<file path="src/rtl/tw_pkg.sv">
package tw_pkg;
  typedef enum logic {
    PH_HDR  = 1'b0,
    PH_WORD = 1'b1
  } tw_phase_e;
endpackage

</file>
<file path="src/rtl/tw_sync.sv">
module tw_sync #(
  parameter int             W       = 3,
  parameter int             STAGES  = 2,
  parameter logic [W-1:0]   RST_VAL = '0
) (
  input  logic         clk,
  input  logic         rst_n,
  input  logic [W-1:0] d,
  output logic [W-1:0] q
);
  logic [W-1:0] stg [STAGES];

  always_ff @(posedge clk or negedge rst_n) begin
    if (!rst_n) stg[0] <= RST_VAL;
    else        stg[0] <= d;
  end

  for (genvar s = 1; s < STAGES; s++) begin : g_stage
    always_ff @(posedge clk or negedge rst_n) begin
      if (!rst_n) stg[s] <= RST_VAL;
      else        stg[s] <= stg[s-1];
    end
  end

  assign q = stg[STAGES-1];
endmodule

</file>
<file path="src/rtl/tw_engine.sv">
module tw_engine
  import tw_pkg::*;
#(
  parameter int          DEV_W  = 3,
  parameter int          IDX_W  = 5,
  parameter int          DATA_W = 16,
  parameter int          DEV_ID = 1
) (
  input  logic              clk,
  input  logic              rst_n,
  input  logic              sel_s,
  input  logic              sclk_s,
  input  logic              dat_s,
  output logic              dat_o,
  output logic              dat_oe,
  output logic [IDX_W-1:0]  idx,
  output logic [DATA_W-1:0] wdata,
  output logic              wr,
  output logic              rd,
  input  logic [DATA_W-1:0] rdata
);
  localparam int HDR_BITS = DEV_W + 1 + IDX_W;
  localparam int MAXB     = (HDR_BITS > DATA_W) ? HDR_BITS : DATA_W;
  localparam int SH_W     = MAXB - 1;
  localparam int CNT_W    = $clog2(MAXB);
  localparam int RW_POS   = IDX_W;

  tw_phase_e         phase_q, phase_n;
  logic [CNT_W-1:0]  cnt_q, cnt_n;
  logic [SH_W-1:0]   sh_q, sh_n;
  logic [DATA_W-1:0] out_q, out_n;
  logic              sclk_q, rise;
  logic              rdmode_q, rdmode_n;
  logic              match_q, match_n;
  logic              pend_q, pend_n;
  logic              tail_q, tail_n;
  logic              dat_o_n, oe_n, wr_n, rd_n;
  logic [IDX_W-1:0]  idx_n;
  logic [DATA_W-1:0] wdata_n;
  logic [HDR_BITS-1:0] hdr;

  assign rise = sclk_s & ~sclk_q;
  assign hdr  = {sh_q[HDR_BITS-2:0], dat_s};

  always_comb begin
    phase_n  = phase_q;
    cnt_n    = cnt_q;
    sh_n     = sh_q;
    out_n    = out_q;
    rdmode_n = rdmode_q;
    match_n  = match_q;
    pend_n   = pend_q;
    tail_n   = tail_q;
    dat_o_n  = dat_o;
    oe_n     = dat_oe;
    idx_n    = idx;
    wdata_n  = wdata;
    wr_n     = 1'b0;
    rd_n     = 1'b0;
    if (sel_s) begin
      phase_n = PH_HDR;
      cnt_n   = CNT_W'(HDR_BITS - 1);
      sh_n    = '0;
      match_n = 1'b0;
      pend_n  = 1'b0;
      tail_n  = 1'b0;
      oe_n    = 1'b0;
      dat_o_n = 1'b0;
    end else begin
      if (pend_q) begin
        rd_n   = 1'b1;
        pend_n = 1'b0;
      end
      if (rd) out_n = rdata;
      if (rise) begin
        if (tail_q) begin
          tail_n = 1'b0;
          oe_n   = 1'b0;
        end
        if (phase_q == PH_HDR) begin
          sh_n = {sh_q[SH_W-2:0], dat_s};
          if (cnt_q == '0) begin
            match_n  = (hdr[HDR_BITS-1 -: DEV_W] == DEV_W'(DEV_ID));
            rdmode_n = hdr[RW_POS];
            phase_n  = PH_WORD;
            cnt_n    = CNT_W'(DATA_W - 1);
            sh_n     = '0;
            dat_o_n  = 1'b0;
            if (hdr[HDR_BITS-1 -: DEV_W] == DEV_W'(DEV_ID)) begin
              idx_n = hdr[IDX_W-1:0];
              if (hdr[RW_POS]) begin
                pend_n = 1'b1;
                oe_n   = 1'b1;
              end
            end
          end else begin
            cnt_n = cnt_q - 1'b1;
          end
        end else begin
          if (rdmode_q) begin
            dat_o_n = out_q[DATA_W-1];
            out_n   = {out_q[DATA_W-2:0], 1'b0};
          end else begin
            sh_n = {sh_q[SH_W-2:0], dat_s};
          end
          if (cnt_q == '0) begin
            phase_n = PH_HDR;
            cnt_n   = CNT_W'(HDR_BITS - 1);
            sh_n    = '0;
            if (match_q && !rdmode_q) begin
              wr_n    = 1'b1;
              wdata_n = {sh_q[DATA_W-2:0], dat_s};
            end
            if (match_q && rdmode_q) tail_n = 1'b1;
          end else begin
            cnt_n = cnt_q - 1'b1;
          end
        end
      end
    end
  end

  always_ff @(posedge clk or negedge rst_n) begin
    if (!rst_n) begin
      phase_q  <= PH_HDR;
      cnt_q    <= CNT_W'(HDR_BITS - 1);
      sh_q     <= '0;
      out_q    <= '0;
      sclk_q   <= 1'b0;
      rdmode_q <= 1'b0;
      match_q  <= 1'b0;
      pend_q   <= 1'b0;
      tail_q   <= 1'b0;
      dat_o    <= 1'b0;
      dat_oe   <= 1'b0;
      idx      <= '0;
      wdata    <= '0;
      wr       <= 1'b0;
      rd       <= 1'b0;
    end else begin
      phase_q  <= phase_n;
      cnt_q    <= cnt_n;
      sh_q     <= sh_n;
      out_q    <= out_n;
      sclk_q   <= sclk_s;
      rdmode_q <= rdmode_n;
      match_q  <= match_n;
      pend_q   <= pend_n;
      tail_q   <= tail_n;
      dat_o    <= dat_o_n;
      dat_oe   <= oe_n;
      idx      <= idx_n;
      wdata    <= wdata_n;
      wr       <= wr_n;
      rd       <= rd_n;
    end
  end
endmodule

</file>
<file path="src/rtl/tw_bus_slave.sv">
module tw_bus_slave #(
  parameter int DEV_W       = 3,
  parameter int IDX_W       = 5,
  parameter int DATA_W      = 16,
  parameter int DEV_ID      = 1,
  parameter int SYNC_STAGES = 2
) (
  input  logic              clk,
  input  logic              rst_n,
  input  logic              bus_sel_n,
  input  logic              bus_clk,
  input  logic              bus_dat_i,
  output logic              bus_dat_o,
  output logic              bus_dat_oe,
  output logic [IDX_W-1:0]  reg_idx,
  output logic [DATA_W-1:0] reg_wdata,
  output logic              reg_wr,
  output logic              reg_rd,
  input  logic [DATA_W-1:0] reg_rdata
);
  localparam int NPIN = 3;

  logic [NPIN-1:0] pins_s;

  tw_sync #(
    .W       (NPIN),
    .STAGES  (SYNC_STAGES),
    .RST_VAL (3'b100)
  ) i_sync (
    .clk   (clk),
    .rst_n (rst_n),
    .d     ({bus_sel_n, bus_clk, bus_dat_i}),
    .q     (pins_s)
  );

  tw_engine #(
    .DEV_W  (DEV_W),
    .IDX_W  (IDX_W),
    .DATA_W (DATA_W),
    .DEV_ID (DEV_ID)
  ) i_engine (
    .clk    (clk),
    .rst_n  (rst_n),
    .sel_s  (pins_s[2]),
    .sclk_s (pins_s[1]),
    .dat_s  (pins_s[0]),
    .dat_o  (bus_dat_o),
    .dat_oe (bus_dat_oe),
    .idx    (reg_idx),
    .wdata  (reg_wdata),
    .wr     (reg_wr),
    .rd     (reg_rd),
    .rdata  (reg_rdata)
  );
endmodule

</file>
<file path="config.mk">
export PLATFORM = sky130hd
export DESIGN_NAME = tw_bus_slave
export DESIGN_NICKNAME = d
export VERILOG_FILES = /design/src/rtl/tw_pkg.sv /design/src/rtl/tw_sync.sv /design/src/rtl/tw_engine.sv /design/src/rtl/tw_bus_slave.sv
export SDC_FILE = /design/constraint.sdc
export NUM_CORES = 1
export LEC_CHECK = 0
export BUFFER_PORTS_ARGS = -buffer_cell sky130_fd_sc_hd__buf_2
export CAP_MARGIN = 25
export CORE_UTILIZATION = 60
export CTS_BUF_LIST = sky130_fd_sc_hd__clkbuf_8
export CTS_CLUSTER_SIZE = 24
export DETAILED_ROUTE_END_ITERATION = 16
export GPL_ROUTABILITY_DRIVEN = 0
export PLACE_DENSITY = 0.83
export SLEW_MARGIN = 20
export SYNTH_ARGS = -nofsm -noshare
export SYNTH_HDL_FRONTEND = slang
export SYNTH_SLANG_ARGS = --single-unit
</file>
<file path="constraint.sdc">
create_clock -name clk -period 3.7 [get_ports clk]
set_clock_uncertainty 0.1 [all_clocks]
set_input_delay 0 -clock clk [delete_from_list [all_inputs] [get_ports clk]]
set_output_delay 0 -clock clk [all_outputs]
set_load 0.05 [all_outputs]
</file>
# Word level (Yosys, flattened, before mapping)
# Cells that the tools add are included.
# word_totals
word_cells	93
in_bits	21
output_inout_bits	25
ff_bits	72
# op_classes
mux	54
reduce_logical	13
n_eq_ne	4
add_sub_neg	1
bitwise	4
# op_table
cell	n
15-bit 2-to-1 mux	6
16-bit 2-to-1 mux	4
1-bit 2-to-1 mux	39
4-bit 2-to-1 mux	5
5-bit AND reduction	2
3-bit AND reduction	2
4-bit logical NOT	1
4-bit inequality test, second input constant	1
4-bit AND reduction	1
2-bit nonzero test	2
4-bit by 1-bit subtractor with 4-bit output, second input constant	1
3-bit by 1-bit == test with 1-bit output, second input constant	1
3-bit inequality test, second input constant	1
1-bit inverter	3
3-bit nonzero test	1
1-bit logical AND	2
2-bit inequality test, second input constant	1
2-bit AND reduction	1
1-bit AND	1
1-bit logical NOT	1

# Longest topological paths before layout
# depth
depth_word	7
mapped_depth	6
depth_no_buf	5

# By module
# Synthesis repeated with hierarchy kept, for this count alone.
# unflattened
hier_cells	251
hier_area_um2	3066.7
# by_module_without_submodules
module	n_inst	cells_per_inst	seq_area_each_um2	area_each_um2
tw_engine	1	242	1652.8	2891.5
tw_sync	1	9	152.6	175.2

# Worst setup path after synthesis
# No wires, ideal clock.
# synth_timing
kind	register to register
start	register i_engine.cnt_q[0]
end	register i_engine.wdata[10]
slack_ns	1.761
arrival_ns	1.714
setup_time_ns	0.125
path_stages_with_launch	7
required_time_ns	3.475
path_buffers	1
period_less_slack_ns	1.939
path_cell_list	dfrtp_1 -> inv_1 -> ha_1 -> nor3b_4 -> nand4_4 -> buf_6 -> mux2_4
# synth_between
elab_chain_cells	2
# synth_rtl
element	line	rtl
start: declaration	tw_engine.sv:29	logic [CNT_W-1:0] cnt_q, cnt_n;
start signal: assignment	tw_engine.sv:126	cnt_q <= CNT_W'(HDR_BITS - 1);
start signal: assignment	tw_engine.sv:142	cnt_q <= cnt_n;
4-bit logical NOT	tw_engine.sv:106	if (cnt_q == '0) begin
5-bit AND reduction (no source line)	-	
end signal: assignment	tw_engine.sv:153	wdata <= wdata_n;
end: declaration	tw_engine.sv:17	output logic [DATA_W-1:0] wdata,
# Every way passes these cells.
# A chain may end at the register's enable or synchronous reset.

# Worst setup path in the final report
# layout_timing
start	register i_engine.cnt_q[0]
end	register i_engine.wdata[14]
# Same word-level chain as after synthesis.

==> reports/results.tsv <==
stage	metric	value	unit
detailed_routing	drt first pass iters	4	
timing	clock period minus worst slack	2.30	ns
logic_synthesis	Avg Cell Area, Syn	14.0	sq um
worst_setup_path	Arr. time, crit path	2.42	ns
clocking	CTS Buf Count	9	
die	I/O pins	46	
logic_synthesis	Synth Warn #	0	
clocking	Reg clk slew, reported paths	0.08	ns
clocking	CTS root buf	clkbuf_8	
worst_setup_path	worst path cell trace	inv_1, ha_1, nor3b_4, nand4_4, mux2_4	
global_route	first-pass GRT wire length	9.33	mm
detailed_routing	Residual DRC	0	
logic_synthesis	synth unique cells	41	
logic_synthesis	register area share after synthesis	60.4	%
detailed_routing	Initial DRC Count	106	
timing	RSZ-0062 raised after global routing	false	
finish	ratio of cells with drive above 1 in the final layout	34.1	%
worst_setup_path	Setup CP Type	register to register	
power	Pwr Density	413	mW/mm^2
global_route	largest net degree at the start of global routing	39	
timing	Post-Route Setup TNS	0	ns
die	die area	0.00527	sq mm
die	Rows	25	
die	Die Y	72.6	microns
logic_synthesis	post-synth top area share	57.7	%
power	Peak VDD IR	0.296	mV
place	DP Area	0.00326	sq mm
timing	fin crit share	62.0	%
logic_synthesis	Area contributors post-synth	dfrtp_1 58%, a32o_1 6.0%, a221o_1 5.0%, mux2_2 4.9%, mux2_4 4.5%	
worst_setup_path	CP max FO	17	
logic_synthesis	area leader, netlist	dfrtp_1	
worst_setup_path	Largest stage delay, worst path	0.45	ns
worst_setup_path	CP endpoint kind	register	
logic_synthesis	syn_nets	237	
global_route	gr usage total	24.2	%
logic_synthesis	asr flop ratio synth	100	%
finish	Antenna diodes	0	
worst_setup_path	Critical Path Start	i_engine.cnt_q[0]	
clocking	H-tree depth	3	
clocking	CTS tree	done	
logic_synthesis	Post-synth top flop	dfrtp_1	
logic_synthesis	Mapped Area	0.00299	sq mm
place	# port buffers	45	
power	Pwr Total	1.52	mW
finish	final instance area	0.00368	sq mm
outcome	outcome	finished, final reports clean	
global_route	vias in the first global route	1997	
detailed_routing	DR vias/cell	5.85	
die	Chip Width	72.6	microns
detailed_routing	routed via count	2071	
flow_run	max-cap check violation count	0	
clocking	clk sinks	72	
timing	Peak Freq	436	MHz
power	P_leak	1.89	nW
die	Initial Util	62.9	%
clocking	CTS resizes	0	
worst_setup_path	critical path data required time	3.83	ns
worst_setup_path	startpoint type of the worst setup path	register	
timing	max-slew violations	0	
clocking	CTS max path bufs	2	
worst_hold_path	HP Class	primary input to async pin	
finish	Nets	305	
die	placeable core area	0.00475	sq mm
timing	hold violation total from the final report	0	
global_route	grt ovf	0	
finish	final cell count without fillers	354	
logic_synthesis	number of synthesized flops with an enable pin	0	
place	placed cells	317	
timing	endpoints failing setup	0	
logic_synthesis	Post-Synthesis Cells	214	
detailed_routing	WL per Instance	16.2	microns
logic_synthesis	number of synthesized register bits	72	
global_route	initial antenna violation count	0	
detailed_routing	Total Wirelength	5.73	mm
worst_setup_path	FF-to-FF Start	i_engine.cnt_q[0]	
finish	Layout Area Growth over Synthesis	23.0	%
place	DP Wirelength	3.60	mm
timing	Worst Max-Slew Pin Slew	1.03	ns
worst_setup_path	worst r2r path cells	5	
timing	worst rel slew slack	30.9	%
detailed_routing	post-route ant nets	0	
clocking	Clock Latency Late Sink	0.34	ns
worst_setup_path	Worst path slowest cell	nor3b_4	
==> metal layers <==
metal | routed length [microns] | up-vias | track usage [%]
met5 | 0 | - | 0
met1 | 2570 | 1030 | 32.7
met4 | 172 | 0 | 14.8
li1 | - | 961 | -
met2 | 2750 | 65 | 35.7
met3 | 238 | 15 | 5.94
==> cell families after synthesis <==
group,synth area share (%)
simple gates,11.2
buf+inv,2.97
mux,9.41
flops,60.4
compound gates,15.3
fa+ha+maj,0.836
==> cell usage in the layout (no fill, tap or decap), types with 3 or more instances in the layout <==
cell type      count
mux2_4             9
a32o_1            18
buf_4              4
dfrtp_1           69
nor2_1             4
buf_2             45
and3_1            16
nor2b_1            6
inv_1              8
dlygate4sd3_1     20
a21oi_1            3
dfstp_2            3
a221o_1           15
clkbuf_8           9
nand2_1            3
mux2_2            13
==> critical path, delay by kind of cell (launching register included) <==
kind	cells	cell delay, ns
fa+ha+maj	1	0.26
buf+inv	1	0.10
flops	1	0.41
mux	1	0.42
simple gates	2	0.88
==> cell usage after synthesis, drive strengths merged, types with 2 or more instances <==
cell    count
nor2b       6
buf         6
nand2b      2
dfrtp      69
o21ai       3
a221o      15
a21oi       4
nor3        3
inv         8
o31ai       2
dfstp       3
nor2        4
o21a        2
a32o       18
nand3       2
mux2       22
and3       16
nor3b       3
nor4b       2
clkbuf      6
nand2       3
ha          2
==> area by class of cell <==
type                    count  area, sq um
flip-flops and latches     72         1810
well taps                  67         83.8
clock buffers               9          124
fillers                   326         1080
repair buffers             69          455
multi-input cells         122         1100
clock inverters             7         78.8
inverters                   8         30.0
==> registers in the layout, summed over array words and instances (netlist names), 3 cells and up <==
register        flops
i_sync.stg          3
i_engine.idx        5
i_engine.cnt_q      4
i_engine.wdata     16
i_engine.out_q     16
i_sync.q            3
i_engine.sh_q      15
==> power breakdown <==
group | internal, mW | switching [mW] | total, mW
sequential | 0.797 | 0.0130 | 0.810
combinational | 0.0412 | 0.0472 | 0.0884
clock | 0.319 | 0.303 | 0.622
total | 1.16 | 0.363 | 1.52
==> per-stage QoR <==
step | setup slack [ns] | utilization, % | hold WS (ns)
floorplan | 1.76 | - | -0.396
global placement | 1.54 | 68.7 | 0.00644
detailed placement | 1.37 | 68.7 | 0.00615
CTS | 1.36 | 77.1 | 0.179
global route | 1.31 | 77.4 | 0.182
finish | 1.40 | 77.4 | 0.185
==> what timing repair did <==
item	CTS	global route
endpoints found under the hold margin	53	0
hold buffers	20	0
setup buffers	0	0
==> final timing paths <==
kind	endpoint	slack, ns
worst max register to register	i_engine.wdata[14]	1.40
worst max-delay path	i_engine.wdata[14]	1.40
min in group clk	i_sync.stg[5]	0.20
worst min-delay path	i_engine.out_q[0]	0.18
max in group asynchronous	i_engine.wdata[13]	2.39
worst min register to register	i_sync.q[1]	0.25
(Power assumes the default switching activity.)
